## src/rtl/cart_bank_pkg.sv

```systemverilog
`timescale 1ns/1ps
package cart_bank_pkg;
  localparam int ADDR_W = 16;
  localparam int DATA_W = 8;
  localparam int LOW_W  = 5;

  // window number is addr[15:13]
  typedef enum logic [2:0] {
    WIN_RAMEN  = 3'd0,
    WIN_BANKLO = 3'd1,
    WIN_BANKHI = 3'd2,
    WIN_MODE   = 3'd3,
    WIN_VID    = 3'd4,
    WIN_XRAM   = 3'd5,
    WIN_WORK   = 3'd6,
    WIN_TOP    = 3'd7
  } win_e;

  typedef enum logic [1:0] {
    RAMSZ_NONE = 2'd0,
    RAMSZ_2K   = 2'd1,
    RAMSZ_8K   = 2'd2,
    RAMSZ_32K  = 2'd3
  } ramsz_e;
endpackage

```

## src/rtl/cart_bank_regs.sv

```systemverilog
`timescale 1ns/1ps
module cart_bank_regs
  import cart_bank_pkg::*;
#(
  parameter int ROM_BANK_W = 7,
  parameter int RAM_BANK_W = 2
) (
  input  logic                    clk_i,
  input  logic                    rst_ni,
  input  logic                    wr_i,
  input  win_e                    win_i,
  input  logic [DATA_W-1:0]       wdata_i,
  input  logic [ROM_BANK_W:0]     rom_cnt_i,
  input  logic [RAM_BANK_W:0]     ram_cnt_i,
  input  logic [1:0]              ram_size_i,
  output logic [ROM_BANK_W-1:0]   rom_bank_o,
  output logic [RAM_BANK_W-1:0]   ram_bank_o,
  output logic                    mode_o,
  output logic                    ram_en_o,
  output logic                    ram_off_o
);
  localparam int UPPER_W = ROM_BANK_W - LOW_W;

  logic [ROM_BANK_W-1:0] rom_bank_q, raw_bank, fix_bank, rom_mask;
  logic [UPPER_W-1:0]    upper_q, upper_sel;
  logic [LOW_W-1:0]      low_sel;
  logic [RAM_BANK_W-1:0] ram_bank_q, ram_mask;
  logic                  mode_q, en_q, off_q, en_next;
  logic                  wr_en, wr_lo, wr_hi, wr_mode, bank_upd;
  logic [ROM_BANK_W:0]   rom_cnt_m1;
  logic [RAM_BANK_W:0]   ram_cnt_m1;

  assign wr_en   = wr_i && (win_i == WIN_RAMEN) && (ram_size_i != RAMSZ_NONE);
  assign wr_lo   = wr_i && (win_i == WIN_BANKLO);
  assign wr_hi   = wr_i && (win_i == WIN_BANKHI);
  assign wr_mode = wr_i && (win_i == WIN_MODE)
                   && !(wdata_i[0] && (ram_size_i != RAMSZ_32K));
  assign bank_upd = wr_lo || (wr_hi && !mode_q);
  assign en_next  = (wdata_i[3:0] == 4'hA);

  assign rom_cnt_m1 = rom_cnt_i - 1'b1;
  assign ram_cnt_m1 = ram_cnt_i - 1'b1;
  assign rom_mask   = rom_cnt_m1[ROM_BANK_W-1:0];
  assign ram_mask   = ram_cnt_m1[RAM_BANK_W-1:0];

  always_comb begin
    low_sel   = wr_lo ? wdata_i[LOW_W-1:0] : rom_bank_q[LOW_W-1:0];
    upper_sel = wr_hi ? wdata_i[UPPER_W-1:0] : upper_q;
    if (mode_q) raw_bank = {{UPPER_W{1'b0}}, low_sel};
    else        raw_bank = {upper_sel, low_sel};
    // skip any bank whose low five bits are zero
    fix_bank = raw_bank + {{(ROM_BANK_W-1){1'b0}}, (raw_bank[LOW_W-1:0] == '0)};
  end

  always_ff @(posedge clk_i or negedge rst_ni) begin
    if (!rst_ni) begin
      rom_bank_q <= {{(ROM_BANK_W-1){1'b0}}, 1'b1};
      upper_q    <= '0;
      ram_bank_q <= '0;
      mode_q     <= 1'b0;
      en_q       <= 1'b0;
      off_q      <= 1'b0;
    end else begin
      off_q <= wr_en && en_q && !en_next;
      if (wr_en)    en_q <= en_next;
      if (wr_mode)  mode_q <= wdata_i[0];
      if (bank_upd) rom_bank_q <= fix_bank & rom_mask;
      if (wr_hi && !mode_q) upper_q <= wdata_i[UPPER_W-1:0];
      if (wr_hi && mode_q)  ram_bank_q <= wdata_i[RAM_BANK_W-1:0] & ram_mask;
    end
  end

  assign rom_bank_o = rom_bank_q;
  assign ram_bank_o = ram_bank_q;
  assign mode_o     = mode_q;
  assign ram_en_o   = en_q;
  assign ram_off_o  = off_q;
endmodule

```

## src/rtl/cart_bank_map.sv

```systemverilog
`timescale 1ns/1ps
module cart_bank_map
  import cart_bank_pkg::*;
#(
  parameter int ROM_BANK_W = 7,
  parameter int RAM_BANK_W = 2,
  localparam int ROM_AW = ROM_BANK_W + 14,
  localparam int RAM_AW = RAM_BANK_W + 13
) (
  input  logic [ADDR_W-1:0]     addr_i,
  input  logic [ROM_BANK_W-1:0] rom_bank_i,
  input  logic [RAM_BANK_W-1:0] ram_bank_i,
  input  logic                  mode_i,
  input  logic                  ram_en_i,
  input  logic                  ram_acc_i,
  input  logic [1:0]            ram_size_i,
  output logic [ROM_AW-1:0]     rom_addr_o,
  output logic [RAM_AW-1:0]     ram_addr_o,
  output logic                  ram_oor_o
);
  assign rom_addr_o = {rom_bank_i, addr_i[13:0]};
  assign ram_addr_o = mode_i ? {ram_bank_i, addr_i[12:0]}
                             : {{RAM_BANK_W{1'b0}}, addr_i[12:0]};
  // beyond 0x7FF inside the window on a 2 KB part
  assign ram_oor_o  = ram_acc_i && ram_en_i && !mode_i
                      && (ram_size_i == RAMSZ_2K) && (addr_i[12:11] != 2'b00);
endmodule

```

## src/rtl/cart_bank_bus.sv

```systemverilog
`timescale 1ns/1ps
module cart_bank_bus
  import cart_bank_pkg::*;
(
  input  logic              rd_i,
  input  logic              wr_i,
  input  win_e              win_i,
  input  logic              ram_en_i,
  input  logic [DATA_W-1:0] rom_rdata_i,
  input  logic [DATA_W-1:0] ram_rdata_i,
  input  logic [DATA_W-1:0] dflt_rdata_i,
  output logic              rom_re_o,
  output logic              ram_re_o,
  output logic              ram_we_o,
  output logic              dflt_re_o,
  output logic              dflt_we_o,
  output logic              ram_acc_o,
  output logic [DATA_W-1:0] rdata_o
);
  logic is_rom, is_ram, is_ctl;

  assign is_rom = (win_i == WIN_BANKHI) || (win_i == WIN_MODE);
  assign is_ram = (win_i == WIN_XRAM);
  assign is_ctl = !win_i[2];

  assign ram_acc_o = is_ram && (rd_i || wr_i);
  assign rom_re_o  = rd_i && is_rom;
  assign ram_re_o  = rd_i && is_ram && ram_en_i;
  assign ram_we_o  = wr_i && is_ram && ram_en_i;
  assign dflt_re_o = rd_i && !is_rom && !is_ram;
  assign dflt_we_o = wr_i && !is_ctl && !is_ram;

  always_comb begin
    if (is_rom)      rdata_o = rom_rdata_i;
    else if (is_ram) rdata_o = ram_en_i ? ram_rdata_i : {DATA_W{1'b1}};
    else             rdata_o = dflt_rdata_i;
  end
endmodule

```

## src/rtl/cart_bank_ctrl.sv

```systemverilog
`timescale 1ns/1ps
module cart_bank_ctrl
  import cart_bank_pkg::*;
#(
  parameter int ROM_BANK_W = 7,
  parameter int RAM_BANK_W = 2,
  localparam int ROM_AW = ROM_BANK_W + 14,
  localparam int RAM_AW = RAM_BANK_W + 13
) (
  input  logic                  clk_i,
  input  logic                  rst_ni,
  input  logic [ADDR_W-1:0]     addr_i,
  input  logic [DATA_W-1:0]     wdata_i,
  input  logic                  wr_i,
  input  logic                  rd_i,
  output logic [DATA_W-1:0]     rdata_o,
  input  logic [ROM_BANK_W:0]   rom_bank_cnt_i,
  input  logic [RAM_BANK_W:0]   ram_bank_cnt_i,
  input  logic [1:0]            ram_size_i,
  output logic [ROM_AW-1:0]     rom_addr_o,
  output logic                  rom_re_o,
  input  logic [DATA_W-1:0]     rom_rdata_i,
  output logic [RAM_AW-1:0]     ram_addr_o,
  output logic                  ram_re_o,
  output logic                  ram_we_o,
  output logic [DATA_W-1:0]     ram_wdata_o,
  input  logic [DATA_W-1:0]     ram_rdata_i,
  output logic                  ram_oor_o,
  output logic                  ram_off_o,
  output logic [ADDR_W-1:0]     dflt_addr_o,
  output logic [DATA_W-1:0]     dflt_wdata_o,
  output logic                  dflt_re_o,
  output logic                  dflt_we_o,
  input  logic [DATA_W-1:0]     dflt_rdata_i
);
  win_e                  win;
  logic [ROM_BANK_W-1:0] rom_bank;
  logic [RAM_BANK_W-1:0] ram_bank;
  logic                  mode, ram_en, ram_acc;

  assign win = win_e'(addr_i[ADDR_W-1:ADDR_W-3]);

  cart_bank_regs #(.ROM_BANK_W(ROM_BANK_W), .RAM_BANK_W(RAM_BANK_W)) i_regs (
    .clk_i      (clk_i),
    .rst_ni     (rst_ni),
    .wr_i       (wr_i),
    .win_i      (win),
    .wdata_i    (wdata_i),
    .rom_cnt_i  (rom_bank_cnt_i),
    .ram_cnt_i  (ram_bank_cnt_i),
    .ram_size_i (ram_size_i),
    .rom_bank_o (rom_bank),
    .ram_bank_o (ram_bank),
    .mode_o     (mode),
    .ram_en_o   (ram_en),
    .ram_off_o  (ram_off_o)
  );

  cart_bank_map #(.ROM_BANK_W(ROM_BANK_W), .RAM_BANK_W(RAM_BANK_W)) i_map (
    .addr_i     (addr_i),
    .rom_bank_i (rom_bank),
    .ram_bank_i (ram_bank),
    .mode_i     (mode),
    .ram_en_i   (ram_en),
    .ram_acc_i  (ram_acc),
    .ram_size_i (ram_size_i),
    .rom_addr_o (rom_addr_o),
    .ram_addr_o (ram_addr_o),
    .ram_oor_o  (ram_oor_o)
  );

  cart_bank_bus i_bus (
    .rd_i         (rd_i),
    .wr_i         (wr_i),
    .win_i        (win),
    .ram_en_i     (ram_en),
    .rom_rdata_i  (rom_rdata_i),
    .ram_rdata_i  (ram_rdata_i),
    .dflt_rdata_i (dflt_rdata_i),
    .rom_re_o     (rom_re_o),
    .ram_re_o     (ram_re_o),
    .ram_we_o     (ram_we_o),
    .dflt_re_o    (dflt_re_o),
    .dflt_we_o    (dflt_we_o),
    .ram_acc_o    (ram_acc),
    .rdata_o      (rdata_o)
  );

  assign ram_wdata_o  = wdata_i;
  assign dflt_addr_o  = addr_i;
  assign dflt_wdata_o = wdata_i;
endmodule

```

## config.mk

```make
export PLATFORM = sky130hd
export DESIGN_NAME = cart_bank_ctrl
export DESIGN_NICKNAME = d
export VERILOG_FILES = /design/src/rtl/cart_bank_pkg.sv /design/src/rtl/cart_bank_regs.sv /design/src/rtl/cart_bank_map.sv /design/src/rtl/cart_bank_bus.sv /design/src/rtl/cart_bank_ctrl.sv
export SDC_FILE = /design/constraint.sdc
export NUM_CORES = 1
export LEC_CHECK = 0
export BUFFER_PORTS_ARGS = -buffer_cell sky130_fd_sc_hd__clkbuf_2
export CORE_UTILIZATION = 43
export DETAILED_ROUTE_END_ITERATION = 8
export MAX_ROUTING_LAYER = met4
export PLACE_DENSITY = 0.95
export SETUP_SLACK_MARGIN = 0.5
export SLEW_MARGIN = 20
export SYNTH_ARGS = -nofsm -noshare
export SYNTH_HDL_FRONTEND = slang
export SYNTH_HIERARCHICAL = 1
export SYNTH_SLANG_ARGS = --single-unit
export TNS_END_PERCENT = 1
```

## constraint.sdc

```tcl
create_clock -name clk_i -period 3.9 [get_ports clk_i]
set_clock_uncertainty 0.2 [all_clocks]
set_input_delay 0.585 -clock clk_i [delete_from_list [all_inputs] [get_ports clk_i]]
set_output_delay 0.585 -clock clk_i [all_outputs]
set_load 0.01 [all_outputs]
```

==> Word level (Yosys, flattened, before mapping) <==
Index checks and enable logic that the tools add are counted.
{ "classes": {"n_eq_ne": 7, "bitwise_logic": 2, "addsub": 3, "mux": 7, "n_reduce_logical": 37} }
{ "ops": {"columns": ["operator", "count"], "rows": [
  ["logical AND 1 bit", 25],
  ["two-way mux 8 bit", 3],
  ["two-way mux 15 bit", 1],
  ["adder 7 x 1 -> 7 bit", 1],
  ["bitwise AND 7 bit", 1],
  ["two-way mux 7 bit", 1],
  ["subtractor 7 x 1 -> 7 bit (second input constant)", 1],
  ["== test 3 x 2 -> 1 bit (second input constant)", 2],
  ["zero test 1 bit", 5],
  ["zero test 5 bit", 1],
  ["two-way mux 5 bit", 1],
  ["== test 4 bit (second input constant)", 1],
  ["nonzero test 2 bit", 2],
  ["== test 3 x 1 -> 1 bit (second input constant)", 1],
  ["== test 3 bit (second input constant)", 1],
  ["zero test 3 bit", 1],
  ["logical OR 1 bit", 3],
  ["bitwise AND 2 bit", 1],
  ["== test 2 x 1 -> 1 bit (second input constant)", 1],
  ["two-way mux 2 bit", 1],
  ["inequality test 2 bit (second input constant)", 1],
  ["subtractor 2 x 1 -> 2 bit (second input constant)", 1]
]} }
{ "totals": {"regBits": 14, "inputBits": 65, "word_cells": 62} }

==> Depth between registers and ports, before layout <==
{ "depth": {"depth_word": 7, "mapped_depth": 11, "mapped_depth_nobuf": 10} }

==> Modules after synthesis <==
The synthesis kept the hierarchy.
{ "by_module_without_submodules": {"columns": ["module", "n_inst", "cells_per_inst", "area_per_inst_um2"], "rows": [
  ["cart_bank_regs", 1, 111, 1033.5],
  ["cart_bank_map", 1, 39, 290.3],
  ["cart_bank_bus", 1, 40, 285.3],
  ["cart_bank_ctrl", 1, 32, 240.2]
]} }

==> Least setup slack after synthesis <==
No wires, ideal clock.
{ "synth_path": {"path_kind": "input to register", "from": "input port addr_i[14]", "to": "register i_regs.rom_bank_q[4] (netlist: i_regs/rom_bank_o[4])", "n_path_buf": 1, "arrival_time_ps": 2272, "setup_time_ps": 95, "setup_slack_ps": 1333, "cell_stages": 9, "required_time_ps": 3605, "cell_sequence": "and4bb_4 > buf_6 > mux2_2 > nor2_1 > ha_1 > nand4_1 > xnor2_1 > a22oi_1 > o31ai_1"} }
{ "synth_between": {"elab_chain_cells": 7, "elab_cells_between_ends": 11, "cone_classes": "add/sub (1); eq/ne (2); mux (2); bitwise (1); reduce/logical (5)"} }
{ "synth_rtl": {"columns": ["item", "line", "text"], "rows": [
  ["start: declaration", "cart_bank_ctrl.sv:12", "input logic [ADDR_W-1:0] addr_i,"],
  ["== test 3 x 1 -> 1 bit", "cart_bank_regs.sv:34", "assign wr_lo = wr_i && (win_i == WIN_BANKLO);"],
  ["logical AND 1 bit", "cart_bank_regs.sv:34", null],
  ["two-way mux 5 bit", "cart_bank_regs.sv:47", "low_sel = wr_lo ? wdata_i[LOW_W-1:0] : rom_bank_q[LOW_W-1:0];"],
  ["two-way mux 7 bit", "cart_bank_regs.sv:49", "if (mode_q) raw_bank = {{UPPER_W{1'b0}}, low_sel};"],
  ["zero test 5 bit", "cart_bank_regs.sv:52", "fix_bank = raw_bank + {{(ROM_BANK_W-1){1'b0}}, (raw_bank[LOW_W-1:0] == '0)};"],
  ["adder 7 x 1 -> 7 bit", "cart_bank_regs.sv:52", null],
  ["bitwise AND 7 bit", "cart_bank_regs.sv:67", "if (bank_upd) rom_bank_q <= fix_bank & rom_mask;"],
  ["end signal: assignment", "cart_bank_regs.sv:57", "rom_bank_q <= {{(ROM_BANK_W-1){1'b0}}, 1'b1};"],
  ["end signal: assignment", "cart_bank_regs.sv:67", null],
  ["end: declaration", "cart_bank_regs.sv:24", "logic [ROM_BANK_W-1:0] rom_bank_q, raw_bank, fix_bank, rom_mask;"]
]} }
Parallel ways exist; a longest one is shown, timed or not.
A chain may end at the register's enable or synchronous reset.

==> Worst setup path in the final report <==
{ "layout_path": {"from": "input port addr_i[15]", "to": "output port ram_oor_o"} }
{ "layout_between": {"elab_chain_cells": 6} }
{ "layout_rtl": {"columns": ["item", "line", "text"], "rows": [
  ["== test 3 bit", "cart_bank_bus.sv:23", "assign is_ram = (win_i == WIN_XRAM);"],
  ["logical AND 1 bit", "cart_bank_bus.sv:26", "assign ram_acc_o = is_ram && (rd_i || wr_i);"],
  ["via ram_acc", "cart_bank_ctrl.sv:39", "logic mode, ram_en, ram_acc;"],
  ["logical AND 1 bit (2 in a row)", "cart_bank_map.sv:25", "assign ram_oor_o = ram_acc_i && ram_en_i && !mode_i"],
  ["logical AND 1 bit (2 in a row)", "cart_bank_map.sv:26", "&& (ram_size_i == RAMSZ_2K) && (addr_i[12:11] != 2'b00);"],
  ["end: declaration", "cart_bank_ctrl.sv:28", "output logic ram_oor_o,"]
]} }
The timed path passes the listed nets, and every way through them passes these cells.

==> impl_metrics.tcl <==
set metrics [dict create \
    insertion_delay_ps 250 \
    synth_top_area_share_pct 27.2 \
    post-cts-setup-buffers 0 \
    reg2reg_to "i_regs/rom_bank_o[4]" \
    drc 0 \
    async_flop_share_pct 100 \
    yosys.area_share.simple_pct 18.7 \
    critPathCaptureType "primary output" \
    cts_buffer_depth 2 \
    cts_tree "yes" \
    dieHeight_um 67.6 \
    post-route-min-period_ps 2750 \
    relSlewSlack_pct 65.5 \
    clock-sinks 14 \
    synth-seq-area-share_pct 19.0 \
    ir_worst_vdd_mv 0.208 \
    synth-compound-area-share_pct 14.7 \
    dr_wl_met3_um 316 \
    hold_class "input port to asynchronous set/reset pin" \
    dr.max_layer_used "met4" \
    grt_first_pass_wirelength_um 5810 \
    setup_violations 0 \
    fin_crit_sh_pct 70.5 \
    cts_resized 0 \
    vias 1583 \
    final.setup.tns_ps 0 \
    ys_ff_latch 14 \
    hold_viol_final 0 \
    p_leak_nw 0.968 \
    ys_types 46 \
    wl_met1_um 1680 \
    syn_to_final_growth_pct 2.03 \
    vias_per_cell 5.35 \
    hpwl_um 3150 \
    synthXorXnorAreaFrac_pct 4.26 \
    syn_nets 290 \
    worstRegToRegCells 9 \
    yosys.area_share.adder_pct 2.03 \
    wl_met2_um 1910 \
    coreArea_sq_um 4060 \
    drtPass1Iterations 4 \
    syn_area_sq_um 1850 \
    grt-ovfl-total 0 \
    yosys_warnings 6 \
    cts.clk_slew.worst_paths_ps 60 \
    cp.arrival_ps 1970 \
    rsz0062_at_grt "no" \
    drt-total-wl_um 3960 \
    start_kind "input port" \
    syn_area_per_cell_sq_um 8.33 \
    fin_cells 296 \
    worstPathRequired_ps 3120 \
    htreeDepth 1 \
    synth_area_leader_cell "buf_4" \
    nets 315 \
    critPathMaxFanout 17 \
    synthMuxAreaShare_pct 10.6 \
    drive_gt1_share_pct 44.3 \
    post-place-cells 292 \
    wl_per_cell_um 13.4 \
    yosys-top-cells-area "buf_4 27%, dfrtp_1 18%, mux2i_1 7.6%, o221ai_1 3.8%, o21ai_0 3.5%" \
    path_class "input port to primary output" \
    ctsRootBufferMaster "clkbuf_8" \
    rrSetupSlack_ps 1480 \
    grt_max_degree 21 \
    worstReg2RegStart "i_regs/rom_bank_o[3]" \
    grt_pass1_vias 1303 \
    netlist_instances 222 \
    grt_use_total_pct 16.9 \
    detail-route-antenna-nets 0 \
    slew_viol_final 0 \
    synth_edf_count 0 \
    rows 23 \
    ys.flop_type "dfrtp_1" \
    cts-buffers-inserted 3 \
    power.density_nw_per_um2 275 \
    cts_hold_buf 0 \
    place.gp.congestion 0.892 \
    tightestPinTransition_ps 516 \
    pin_count 148 \
    start_util_pct 45.6 \
    max_freq_ghz 0.364 \
    run_status "completed" \
    antenna_found_initial 0 \
    io_buffers 92 \
    synth_top_family_by_area "buffers and inverters" \
    drt_iter0_drc 84 \
    antenna_cells 0 \
    dieArea_sq_um 4570 \
    cap_violations 0 \
    fp.dieW_um 67.6 \
]
-- critical path: stages --
cell and delay (ps):
clkbuf_2 100, buf_4 240, and2_1 380, and2_4 220, o21a_1 110, nand4bb_1 90, nor2_1 110, clkbuf_2 130
-- synth_stat cells, types with 2 or more instances --
master / number
o221ai_1: 8
buf_4: 67
nand2b_1: 2
ha_1: 3
inv_1: 5
nand3_1: 2
nand2_1: 15
xor2_1: 4
dfrtp_1: 13
o21a_1: 2
nand4bb_1: 2
mux2_2: 5
o31ai_1: 3
nor2_1: 11
nor2b_1: 2
clkbuf_1: 3
nor3_1: 4
nand4_1: 3
mux2i_1: 14
nor3b_1: 2
xnor2_1: 5
and2_2: 2
a21oi_1: 4
nor4_1: 2
o21ai_0: 13
and3_1: 4
buf_6: 3
-- power by group --
| group | switching (mW) | internal, mW | total, mW |
|---|---|---|---|
| clock | 0.0519 | 0.0894 | 0.141 |
| combinational | 0.0998 | 0.0873 | 0.187 |
| sequential | 0.0212 | 0.169 | 0.190 |
-- routing by layer --
metal	GRT usage, %	up-vias
li1	-	772
met1	21.2	736
met2	26.4	70
met3	5.07	5
met4	3.46	0
met5	-	-
-- cell families after synthesis --
group | count (synthesis)
xor gates and xnor gates | 9
buffers and inverters | 78
AOI/OAI and AO/OA | 39
and+or+nand+nor | 60
adders and majority gates | 3
DFF | 14
muxes | 19
-- through the flow --
| step | instance area [sq um] | hold slack [ps] | total power, mW | setup WS (ps) | utilization, % |
|---|---|---|---|---|---|
| final | 1890 | 43.6 | 0.519 | 1150 | 46.5 |
| after global routing | 1890 | 52.2 | 0.556 | 1040 | 46.5 |
| after CTS | 1890 | 47.9 | 0.522 | 1160 | 46.5 |
| after detailed placement | 1830 | 271 | 0.379 | 983 | 45.1 |
| after global placement | 1830 | 253 | 0.372 | 1060 | 45.1 |
| after floorplan | 1850 | 89.4 | 0.362 | 1330 | - |
-- sequential cells by signal, summed over array words and instances, names as in the netlist --
signal and count:
i_regs/ram_off_o 1, i_regs/ram_en_o 1, i_regs/ram_bank_o 2, i_regs/upper_q 2, i_regs/rom_bank_o 7, i_regs/mode_o 1
-- placed cells by master, fill, tap and decap left out, drive strengths merged, types with 2 or more instances in the layout --
cell type / instances
a21oi: 4
and2: 4
and3: 4
and4bb: 2
clkbuf: 96
dfrtp: 13
ha: 3
inv: 5
mux2: 5
mux2i: 14
nand2: 15
nand2b: 2
nand3: 2
nand4: 3
nand4bb: 2
nor2: 11
nor2b: 2
nor3: 4
nor3b: 2
nor4: 2
o21a: 2
o21ai: 14
o221ai: 8
o31ai: 4
xnor2: 5
xor2: 4
-- cell type report --
type / count / area (sq um)
Sequential cell: 14 / 352
Timing Repair Buffer: 93 / 468
Tap cell: 50 / 62.6
Inverter: 5 / 18.8
Multi-Input combinational cell: 130 / 931
Fill cell: 403 / 2170
Clock buffer: 4 / 55.1
-- how the worst max path moves through the flow --
stage	start	endpoint	slack (ps)	cells after the start
after floorplan	addr_i[14]	i_regs/rom_bank_o[4]	1330	9
after global placement	addr_i[14]	i_regs/rom_bank_o[4]	1060	9
after detailed placement	addr_i[14]	i_regs/rom_bank_o[4]	980	9
after CTS	addr_i[15]	ram_oor_o	1160	8
after global routing	addr_i[14]	i_regs/rom_bank_o[4]	1040	9
final	addr_i[15]	ram_oor_o	1150	8
Note: power is estimated with default switching activity, not from simulation.
